## src/rtl/hbb_pkg.sv

```systemverilog
package hbb_pkg;

   typedef struct packed {
      logic cs_n;
      logic rd_n;
      logic wr_n;
      logic a0;
      logic dack_n;
   } hbb_ctl_t;

   localparam hbb_ctl_t HBB_CTL_IDLE = '{cs_n: 1'b1, rd_n: 1'b1, wr_n: 1'b1,
                                        a0: 1'b1, dack_n: 1'b1};

   typedef enum logic [1:0] {
      SEL_NONE = 2'd0,
      SEL_PIO  = 2'd1,
      SEL_DMA  = 2'd2
   } hbb_sel_e;

   localparam int ST_OBF = 0;
   localparam int ST_IBF = 1;
   localparam int ST_F0  = 2;
   localparam int ST_F1  = 3;

endpackage

```

## src/rtl/hbb_sync.sv

```systemverilog
module hbb_sync
   import hbb_pkg::*;
#(
   parameter int DW     = 8,
   parameter int STAGES = 2
) (
   input  logic          clk,
   input  logic          rst_n,
   input  hbb_ctl_t      ctl_i,
   input  logic [DW-1:0] data_i,
   input  logic          dma_en,
   output logic          wr_ev,
   output logic          rd_ev,
   output hbb_sel_e      sel,
   output logic          a0,
   output logic [DW-1:0] wdata
);

   localparam int DEPTH = STAGES + 1;

   generate
      if (STAGES < 2) begin : g_bad_stages
         $error("hbb_sync: STAGES must be at least 2");
      end
   endgenerate

   hbb_ctl_t      ctl_p [DEPTH];
   logic [DW-1:0] dat_p [DEPTH];

   always_ff @(posedge clk or negedge rst_n) begin
      if (!rst_n) begin
         ctl_p[0] <= HBB_CTL_IDLE;
         dat_p[0] <= '0;
      end else begin
         ctl_p[0] <= ctl_i;
         dat_p[0] <= data_i;
      end
   end

   generate
      for (genvar s = 1; s < DEPTH; s++) begin : g_stage
         always_ff @(posedge clk or negedge rst_n) begin
            if (!rst_n) begin
               ctl_p[s] <= HBB_CTL_IDLE;
               dat_p[s] <= '0;
            end else begin
               ctl_p[s] <= ctl_p[s-1];
               dat_p[s] <= dat_p[s-1];
            end
         end
      end
   endgenerate

   hbb_ctl_t last, nxt;
   assign last = ctl_p[DEPTH-1];
   assign nxt  = ctl_p[DEPTH-2];

   always_comb begin
      if (dma_en && !last.dack_n) sel = SEL_DMA;
      else if (!last.cs_n)        sel = SEL_PIO;
      else                        sel = SEL_NONE;
   end

   assign wr_ev = !last.wr_n && nxt.wr_n && (sel != SEL_NONE);
   assign rd_ev = !last.rd_n && nxt.rd_n && (sel != SEL_NONE);
   assign a0    = last.a0;
   assign wdata = dat_p[DEPTH-1];

   AST_WR_SINGLE: assert property (@(posedge clk) disable iff (!rst_n)
      wr_ev |=> !wr_ev);
   AST_RD_SINGLE: assert property (@(posedge clk) disable iff (!rst_n)
      rd_ev |=> !rd_ev);

endmodule

```

## src/rtl/hbb_core.sv

```systemverilog
module hbb_core
   import hbb_pkg::*;
#(
   parameter int DW    = 8,
   parameter int NIB_W = 4
) (
   input  logic             clk,
   input  logic             rst_n,
   input  logic             wr_ev,
   input  logic             rd_ev,
   input  hbb_sel_e         sel,
   input  logic             a0,
   input  logic [DW-1:0]    wdata,
   input  logic             obuf_ld,
   input  logic [DW-1:0]    obuf_din,
   input  logic             ibuf_rd,
   input  logic             f0_set,
   input  logic             f0_clr,
   input  logic             nib_wr,
   input  logic [NIB_W-1:0] nib_din,
   input  logic             dma_en,
   input  logic             drq_set,
   output logic [DW-1:0]    ibuf,
   output logic [DW-1:0]    obuf,
   output logic             ibf,
   output logic             obf,
   output logic             f0,
   output logic             f1,
   output logic [NIB_W-1:0] nib,
   output logic             drq
);

   logic pio_wr, dma_acc, out_taken;
   assign pio_wr    = wr_ev && (sel == SEL_PIO);
   assign dma_acc   = (wr_ev || rd_ev) && (sel == SEL_DMA);
   assign out_taken = rd_ev && ((sel == SEL_DMA) || !a0);

   always_ff @(posedge clk or negedge rst_n) begin
      if (!rst_n) begin
         ibuf <= '0;
         obuf <= '0;
         ibf  <= 1'b0;
         obf  <= 1'b0;
         f0   <= 1'b0;
         f1   <= 1'b0;
         nib  <= '0;
         drq  <= 1'b0;
      end else begin
         if (wr_ev)        ibuf <= wdata;
         if (wr_ev)        ibf  <= 1'b1;
         else if (ibuf_rd) ibf  <= 1'b0;
         if (pio_wr)       f1   <= a0;
         if (obuf_ld)      obuf <= obuf_din;
         if (obuf_ld)        obf <= 1'b1;
         else if (out_taken) obf <= 1'b0;
         if (f0_set)       f0   <= 1'b1;
         else if (f0_clr)  f0   <= 1'b0;
         if (nib_wr)       nib  <= nib_din;
         if (!dma_en)      drq  <= 1'b0;
         else if (drq_set) drq  <= 1'b1;
         else if (dma_acc) drq  <= 1'b0;
      end
   end

   AST_IBF_AFTER_WRITE: assert property (@(posedge clk) disable iff (!rst_n)
      wr_ev |=> ibf);
   AST_F1_KEPT: assert property (@(posedge clk) disable iff (!rst_n)
      !(wr_ev && sel == SEL_PIO) |=> $stable(f1));
   AST_OBF_TAKEN: assert property (@(posedge clk) disable iff (!rst_n)
      (rd_ev && sel == SEL_DMA && !obuf_ld) |=> !obf);
   AST_DRQ_DROPS: assert property (@(posedge clk) disable iff (!rst_n)
      ((wr_ev || rd_ev) && sel == SEL_DMA && !drq_set) |=> !drq);
   AST_NIB_HELD: assert property (@(posedge clk) disable iff (!rst_n)
      !nib_wr |=> $stable(nib));

endmodule

```

## src/rtl/hbb_bus.sv

```systemverilog
module hbb_bus
   import hbb_pkg::*;
#(
   parameter int DW          = 8,
   parameter int SYNC_STAGES = 2,
   parameter bit HAS_IRQ     = 1'b1,
   parameter bit HAS_DMA     = 1'b1
) (
   input  logic          clk,
   input  logic          rst_n,
   input  logic          host_cs_n,
   input  logic          host_rd_n,
   input  logic          host_wr_n,
   input  logic          host_a0,
   input  logic          host_dack_n,
   input  logic [DW-1:0] host_d_i,
   output logic [DW-1:0] host_d_o,
   output logic          host_d_oe,
   input  logic          cpu_obuf_ld,
   input  logic [DW-1:0] cpu_obuf_data,
   input  logic          cpu_ibuf_rd,
   output logic [DW-1:0] cpu_ibuf_data,
   output logic          cpu_ibf,
   output logic          cpu_obf,
   output logic          cpu_f1,
   input  logic          cpu_f0_set,
   input  logic          cpu_f0_clr,
   input  logic          cpu_nib_wr,
   input  logic [DW-5:0] cpu_nib_data,
   input  logic          cpu_irq_en,
   input  logic          cpu_dma_en,
   input  logic          cpu_drq_set,
   output logic          pin_obf,
   output logic          pin_ibf,
   output logic          pin_drq
);

   localparam int NIB_W = DW - 4;

   generate
      if (DW < 5) begin : g_bad_width
         $error("hbb_bus: DW must leave room for a status nibble");
      end
   endgenerate

   logic dma_on;
   assign dma_on = HAS_DMA && cpu_dma_en;

   hbb_ctl_t ctl_raw;
   assign ctl_raw = '{cs_n: host_cs_n, rd_n: host_rd_n, wr_n: host_wr_n,
                      a0: host_a0, dack_n: host_dack_n};

   logic          wr_ev, rd_ev, ev_a0;
   hbb_sel_e      ev_sel;
   logic [DW-1:0] ev_data;

   hbb_sync #(.DW(DW), .STAGES(SYNC_STAGES)) u_sync (
      .clk    (clk),
      .rst_n  (rst_n),
      .ctl_i  (ctl_raw),
      .data_i (host_d_i),
      .dma_en (dma_on),
      .wr_ev  (wr_ev),
      .rd_ev  (rd_ev),
      .sel    (ev_sel),
      .a0     (ev_a0),
      .wdata  (ev_data)
   );

   logic [DW-1:0]    ibuf, obuf;
   logic             ibf, obf, f0, f1, drq;
   logic [NIB_W-1:0] nib;

   hbb_core #(.DW(DW), .NIB_W(NIB_W)) u_core (
      .clk      (clk),
      .rst_n    (rst_n),
      .wr_ev    (wr_ev),
      .rd_ev    (rd_ev),
      .sel      (ev_sel),
      .a0       (ev_a0),
      .wdata    (ev_data),
      .obuf_ld  (cpu_obuf_ld),
      .obuf_din (cpu_obuf_data),
      .ibuf_rd  (cpu_ibuf_rd),
      .f0_set   (cpu_f0_set),
      .f0_clr   (cpu_f0_clr),
      .nib_wr   (cpu_nib_wr),
      .nib_din  (cpu_nib_data),
      .dma_en   (dma_on),
      .drq_set  (cpu_drq_set),
      .ibuf     (ibuf),
      .obuf     (obuf),
      .ibf      (ibf),
      .obf      (obf),
      .f0       (f0),
      .f1       (f1),
      .nib      (nib),
      .drq      (drq)
   );

   logic [DW-1:0] status;
   always_comb begin
      status         = '0;
      status[ST_OBF] = obf;
      status[ST_IBF] = ibf;
      status[ST_F0]  = f0;
      status[ST_F1]  = f1;
      status[DW-1:4] = nib;
   end

   logic dack_sel;
   assign dack_sel  = dma_on && !host_dack_n;
   assign host_d_oe = !host_rd_n && (!host_cs_n || dack_sel);
   assign host_d_o  = (dack_sel || !host_a0) ? obuf : status;

   assign cpu_ibuf_data = ibuf;
   assign cpu_ibf       = ibf;
   assign cpu_obf       = obf;
   assign cpu_f1        = f1;

   generate
      if (HAS_IRQ) begin : g_irq
         assign pin_obf = cpu_irq_en ? obf : 1'b1;
         assign pin_ibf = cpu_irq_en ? ibf : 1'b1;
      end else begin : g_no_irq
         assign pin_obf = 1'b1;
         assign pin_ibf = 1'b1;
      end
      if (HAS_DMA) begin : g_dma
         assign pin_drq = drq;
      end else begin : g_no_dma
         assign pin_drq = 1'b0;
      end
   endgenerate

   AST_OE_NEEDS_READ: assert property (@(posedge clk) disable iff (!rst_n)
      host_d_oe |-> !host_rd_n);
   AST_NO_DRQ_WHEN_OFF: assert property (@(posedge clk) disable iff (!rst_n)
      !cpu_dma_en |=> !pin_drq);

endmodule

```

## config.mk

```make
export PLATFORM = sky130hd
export DESIGN_NAME = hbb_bus
export DESIGN_NICKNAME = d
export VERILOG_FILES = /design/src/rtl/hbb_pkg.sv /design/src/rtl/hbb_sync.sv /design/src/rtl/hbb_core.sv /design/src/rtl/hbb_bus.sv
export SDC_FILE = /design/constraint.sdc
export NUM_CORES = 1
export LEC_CHECK = 0
export ABC_AREA = 1
export BUFFER_PORTS_ARGS = -buffer_cell sky130_fd_sc_hd__buf_2
export CAP_MARGIN = 20
export CORE_UTILIZATION = 50
export CTS_BUF_LIST = sky130_fd_sc_hd__clkbuf_2
export CTS_CLUSTER_SIZE = 16
export DETAILED_ROUTE_END_ITERATION = 8
export HOLD_SLACK_MARGIN = 0.05
export PLACE_DENSITY = 0.82
export SYNTH_ARGS = -nofsm -noshare
export SYNTH_HDL_FRONTEND = slang
export SYNTH_HIERARCHICAL = 1
export SYNTH_SLANG_ARGS = --single-unit
```

## constraint.sdc

```tcl
create_clock -name clk -period 2.85 [get_ports clk]
set_clock_uncertainty 0.1 [all_clocks]
set_input_delay 0.57 -clock clk [delete_from_list [all_inputs] [get_ports clk]]
set_output_delay 0.57 -clock clk [all_outputs]
set_load 0.005 [all_outputs]
```

==> impl_metrics.py, run 1 <==
metrics = {
    "routing": {
        "via_per_inst": 4.63,
        "drt_pass1_iterations": 4,
        "wl_per_cell_um": 12.2,
        "postRouteAntennaNets": 0,
        "remaining_drc_errors": 0,
        "vias": 1441,
        "drt_first_iter_violations": 67,
        "wl_mm": 3.80,
    },
    "critical_path": {
        "critical-path-top-delay-family": "simple AND/OR/NAND/NOR gates",
        "worstPathRequired_ns": 2.18,
        "path_buf_inv": 2,
        "crit_slowest_cell": "buf_2",
        "crit_chain": "buf_2 -> nand2_4 -> nand2_4 -> nand2_1 -> nand2_1 -> buf_2",
        "critPathLaunchType": "input port",
        "critPathMaxFanout": 10,
        "arrival_ns": 1.19,
        "endpoint_kind": "primary output",
        "cpPeakStageDelay_ns": 0.14,
        "path_class": "input port to primary output",
    },
    "synth": {
        "yosysUniqueCellTypes": 18,
        "syn-num-nets": 230,
        "synth_edf_count": 0,
        "synthFlopType": "dfrtp_1",
        "yosysTopAreaCellShare_pct": 54.9,
        "yosys.area.top_type": "dfrtp_1",
        "ys_seq_area_share_pct": 72.5,
        "synth_area_mm2": 0.00223,
        "synth_most_common_cell": "nand2_1",
        "yosys_warnings": 6,
        "synth_area_per_cell_um2": 11.5,
        "async_flop_share_pct": 100,
        "synthCells": 195,
        "ys_ff_latch": 64,
        "yosys-top-cells-count": "77 x nand2_1, 49 x dfrtp_1, 15 x dfstp_2, 12 x inv_1, 10 x nand3_1",
        "synthTopCellsByArea": "dfrtp_1 55%, dfstp_2 18%, nand2_1 13%, buf_4 3.0%, nand3_1 2.2%",
    },
    "clock_tree": {
        "cts_buffer_depth": 2,
        "worst_skew_pair.late_latency_ns": 0.42,
        "h-tree-depth": 3,
        "clock_sinks": 64,
        "clkTransAtPathRegs_ns": 0.15,
        "cts_root_buffer": "clkbuf_2",
        "ctsResizeCount": 0,
        "cts_buffers": 9,
        "cts_tree": "built",
    },
    "floorplanning": {
        "core-area_mm2": 0.00414,
        "io_pins": 58,
        "start_util_pct": 53.9,
        "num_rows": 23,
        "die_y_um": 68.9,
        "dieArea_mm2": 0.00474,
        "die_w_um": 68.9,
    },
    "cells_and_area": {
        "finalNonFillerCells": 311,
        "num_antenna_cells": 0,
        "area_growth_pct": 18.0,
        "drive_above_1_share_pct": 38.3,
        "nets": 291,
    },
    "pwr": {
        "leakagePower_nw": 1.43,
        "finalPower_mw": 1.69,
        "p_per_area_mw_per_mm2": 640,
        "ir_worst_vdd_mv": 0.497,
    },
    "grt": {
        "antenna_found_initial": 0,
        "grtUsageTotal_pct": 18.7,
        "first_global_vias": 1355,
        "grt_max_degree": 30,
        "gr-total-overflow": 0,
        "grt_pass1_wl_mm": 5.97,
    },
    "place": {
        "dpl_worst_slack_ns": 1.00,
        "gp_routability_congestion": 0.786,
        "port_buffers": 57,
        "hpwl_mm": 2.65,
        "place_inst": 294,
    },
    "sta": {
        "fin_ws_ns": 0.990,
        "hold_viol_final": 0,
        "max_slew_margin_pct": 59.1,
        "period_share_pct": 65.3,
        "min_period_ns": 1.86,
        "timing.final.max_slew_violations": 0,
        "grt_setup_unrepaired": "no",
        "hold_ws_ns": 0.130,
        "finalSetupViolCount": 0,
        "tightest_slew_ns": 0.613,
        "finalSetupTns_ns": 0,
        "max_freq_mhz": 538,
    },
    "min_path": {
        "hp-class": "input port to flop",
    },
    "run_status": {
        "status": "finished, final reports clean",
    },
    "flow_run": {
        "maxCapViolations": 0,
    },
}
## layout by cell type (no fill, tap or decap)
cell type / synthesis / layout
a21oi_1: 3 / 3
buf_2: 1 / 57
buf_4: 9 / 3
bufinv_16: 0 / 1
clkbuf_2: 0 / 12
clkinv_2: 0 / 3
dfrtp_1: 49 / 49
dfstp_2: 15 / 15
dlygate4sd3_1: 0 / 1
inv_1: 12 / 12
inv_2: 3 / 3
inv_8: 1 / 1
mux2_1: 3 / 3
mux2_2: 1 / 1
nand2_1: 77 / 77
nand2_2: 2 / 2
nand2_4: 2 / 2
nand3_1: 10 / 10
nor2_1: 3 / 3
o21ai_1: 2 / 2
o21bai_1: 1 / 1
## repair_timing
action                                 CTS  global route
buffers inserted                         0             0
hold buffers                             1             0
endpoints found under the hold margin   16             0
## final timing paths
| path | startpoint | end | slack [ns] | cells after the start |
|---|---|---|---|---|
| max reg2reg | u_sync/ctl_p[7]$_DFF_PN1_ | u_core/drq$_DFFE_PN0P_ | 1.43 | 8 |
| min | host_wr_n | u_sync/ctl_p[12]$_DFF_PN1_ | 0.13 | 1 |
| max | cpu_dma_en | host_d_o[6] | 0.99 | 6 |
| max in group asynchronous | rst_n | u_sync/ctl_p[2]$_DFF_PN1_ | 1.33 | 3 |
| min reg2reg | u_sync/dat_p[15]$_DFF_PN0_ | u_sync/wdata[7]$_DFF_PN0_ | 0.25 | 0 |
| min in group asynchronous | rst_n | u_core/drq$_DFFE_PN0P_ | 0.58 | 2 |
## power breakdown
part	internal (mW)	switching, mW	total (mW)	leakage (nW)
registers	0.986	0.0339	1.02	0.739
clock network	0.210	0.280	0.491	0.0757
logic	0.0796	0.0976	0.177	0.620
total	1.28	0.412	1.69	1.43
## logic make-up (layout without fill, tap and decap cells)
logic type             Yosys count  after routing  share of synthesized area [%]
multiplexers                     4              4                           2.02
AND/OR/NAND/NOR                 94             94                           17.2
AO/OA/AOI/OAI                    6              6                           1.46
flip-flops                      64             64                           72.5
buffers and inverters           27             93                           6.77
## area by class of cell
cell class	count	area [um2]
clock buffer	12	60.1
timing repair buffer	61	318
fill	351	1510
clock inverter	4	45.0
sequential	64	1620
tap	50	62.6
multi-input combinational	104	463
inverter	16	67.6
## metal layers
layer / GRT usage [%] / share of wire (%) / vias up
met5: 0 / 0 / -
met4: 9.95 / 1.7 / 0
met3: 6.25 / 4.5 / 7
met2: 30.1 / 52 / 36
met1: 22.0 / 42 / 689
li1: - / - / 709
## state kept, by name (all words and copies together), names as in the netlist
name,count
u_core/ibuf,8
u_core/nib,4
u_sync/wdata,8
u_core/obf,1
u_sync/dat_p,16
u_core/ibf,1
u_core/f1,1
u_sync/ctl_p,14
u_sync/a0,1
u_core/obuf,8
u_core/drq,1
u_core/f0,1
## through the flow
step	utilization, %	cell area (um2)
after floorplan	-	2230
after global placement	60.8	2520
after detailed placement	60.8	2520
after CTS	63.6	2640
after global routing	63.6	2640
final	63.6	2640
Power figures use the tool's default switching activity.
==> run 2: changes to the inputs <==
==> constraint.sdc (replaced) <==
create_clock -name clk -period 1.87 [get_ports clk]
set_clock_uncertainty 0.1 [all_clocks]
set_input_delay 0.374 -clock clk [delete_from_list [all_inputs] [get_ports clk]]
set_output_delay 0.374 -clock clk [all_outputs]
set_load 0.005 [all_outputs]
==> impl_metrics.py, run 2 (same netlist as run 1, synthesis figures left out) <==
metrics = {
    "sta": {
        "max_slew_margin_pct": 78.4,
        "grt_setup_unrepaired": "no",
        "timing.final.max_slew_violations": 0,
        "period_share_pct": 95.4,
        "finalSetupTns_ns": 0,
        "finalSetupViolCount": 0,
        "hold_viol_final": 0,
        "tightest_slew_ns": 0.325,
        "min_period_ns": 1.78,
        "hold_ws_ns": 0.163,
        "max_freq_mhz": 560,
        "fin_ws_ns": 0.0855,
    },
    "cells_and_area": {
        "final_area_mm2": 0.00310,
        "area_growth_pct": 38.7,
        "postLayoutCoreUtil_pct": 74.8,
        "reg_top3": "u_sync/dat_p: 16 flops, u_sync/ctl_p: 14 flops",
        "regMostFlops": "u_sync/dat_p",
        "layout_commonest_cell": "nand2_1",
        "drive_above_1_share_pct": 32.8,
        "largest_reg_flops": 16,
        "nets": 332,
        "finalNonFillerCells": 353,
        "layout_common_cells": "77 x nand2_1, 57 x buf_2, 49 x dfrtp_1, 43 x dlygate4sd3_1, 15 x dfstp_2",
    },
    "min_path": {
        "hp-start": "cpu_dma_en",
        "hp-class": "input port to flop",
        "holdPathStages": 5,
        "hold_end": "u_core/drq$_DFFE_PN0P_",
    },
    "grt": {
        "grt-busiest-layer": "met2",
        "first_global_vias": 1607,
        "use_met1_pct": 25.2,
        "grt_pass1_wl_mm": 7.46,
        "grt_util_met2_pct": 37.4,
        "grtUsageTotal_pct": 23.7,
        "use_met3_pct": 11.7,
        "grt_max_degree": 65,
        "gr-total-overflow": 0,
        "antenna_found_initial": 0,
    },
    "critical_path": {
        "path_class": "input port to primary output",
        "r2r_start": "u_core/nib[3]$_DFFE_PN0P_",
        "r2r_setup_slack_ns": 0.38,
        "endpoint_kind": "primary output",
        "critPathLaunchType": "input port",
        "reg2reg_depth": 2,
        "arrival_ns": 1.31,
        "r2r-end": "u_core/nib[3]$_DFFE_PN0P_",
        "worstPathRequired_ns": 1.40,
        "critPathMaxFanout": 2,
    },
    "run_status": {
        "status": "finished, final reports clean",
    },
    "place": {
        "gp_routability_congestion": 0.727,
        "port_buffers": 57,
        "placed_area_mm2": 0.00253,
        "dpl_worst_slack_ns": 0.418,
        "place_inst": 293,
        "hpwl_mm": 2.48,
    },
    "floorplanning": {
        "start_util_pct": 53.9,
        "die_y_um": 68.9,
        "num_rows": 23,
        "core-area_mm2": 0.00414,
        "die_w_um": 68.9,
        "io_pins": 58,
        "dieArea_mm2": 0.00474,
    },
    "pwr": {
        "ir_worst_vdd_mv": 0.609,
        "power_frac_comb_pct": 12.5,
        "p_per_area_mw_per_mm2": 924,
        "power_frac_clock_pct": 33.1,
        "switchingPower_uw": 730,
        "finalPower_mw": 2.86,
        "leakagePower_nw": 1.60,
        "seqPwrFrac_pct": 54.4,
        "p_sw_share_pct": 25.5,
        "cellInternalPower_mw": 2.13,
    },
    "clock_tree": {
        "cts_tree": "built",
        "cts_buffer_depth": 2,
        "cts_setup_buffers": 0,
        "cts_buffers": 9,
        "clkTransAtPathRegs_ns": 0.15,
        "cts_root_buffer": "clkbuf_2",
        "clock_sinks": 64,
        "h-tree-depth": 3,
        "cts.hold.buffers_added": 43,
        "ctsResizeCount": 0,
        "worst_skew_pair.late_latency_ns": 0.50,
    },
    "routing": {
        "wl_per_cell_um": 13.5,
        "via_per_inst": 4.69,
        "drt_first_iter_violations": 118,
        "postRouteAntennaNets": 0,
        "remaining_drc_errors": 0,
        "drt_pass1_iterations": 4,
        "vias": 1654,
        "wl_mm": 4.78,
    },
    "flow_run": {
        "maxCapViolations": 0,
    },
}
==> run 2: cell count changes in the layout (fill, tap and decap cells not counted) <==
cell and delta:
inv_6 +1, clkinvlp_4 +1, buf_12 +1, buf_4 -2
bufinv_16 +1, diode_2 +1, clkbuf_2 -3, clkinv_4 +1
clkinv_2 -1, dlygate4sd3_1 +42
==> run 2: power by group through the flow <==
stage / clock (mW) / sequential [mW] / combinational [mW]
final: 0.949 / 1.56 / 0.357
after global routing: 1.04 / 1.57 / 0.402
after CTS: 0.967 / 1.56 / 0.348
after detailed placement: 0 / 1.58 / 0.269
after global placement: 0 / 1.58 / 0.262
after floorplan: 0 / 1.57 / 0.129
==> run 2: area by class of cell <==
type | instances | area (um2)
Timing Repair Buffer | 102 | 743
Tap cell | 50 | 62.6
Clock inverter | 7 | 95.1
Fill cell | 270 | 1040
Sequential cell | 64 | 1620
Inverter | 16 | 67.6
Clock buffer | 9 | 45.0
Multi-Input combinational cell | 104 | 463
Antenna cell | 1 | 2.50
==> run 2: metal layers <==
metal,vias to the layer above,share of wire [%]
met4,0,3.2
met2,58,53
met5,-,0
li1,797,-
met1,783,38
met3,16,5.6
==> run 2: critical path: stages <==
cell	delay, ns
dlygate4sd3_1	0.54
buf_2	0.14
a21oi_1	0.13
buf_2	0.13
==> run 2: worst max path at each step <==
stage                                    startpoint                      to  slack (ns)  cells after the start
after floorplan           u_sync/ctl_p[7]$_DFF_PN1_  u_core/drq$_DFFE_PN0P_        0.59                      8
after global placement                   cpu_dma_en             host_d_o[5]        0.43                      6
after detailed placement                 cpu_dma_en             host_d_o[5]        0.42                      6
after CTS                                 host_cs_n               host_d_oe        0.11                      4
after global routing         u_core/obf$_DFFE_PN0P_             host_d_o[0]        0.05                      3
final                                     host_cs_n               host_d_oe        0.09                      4
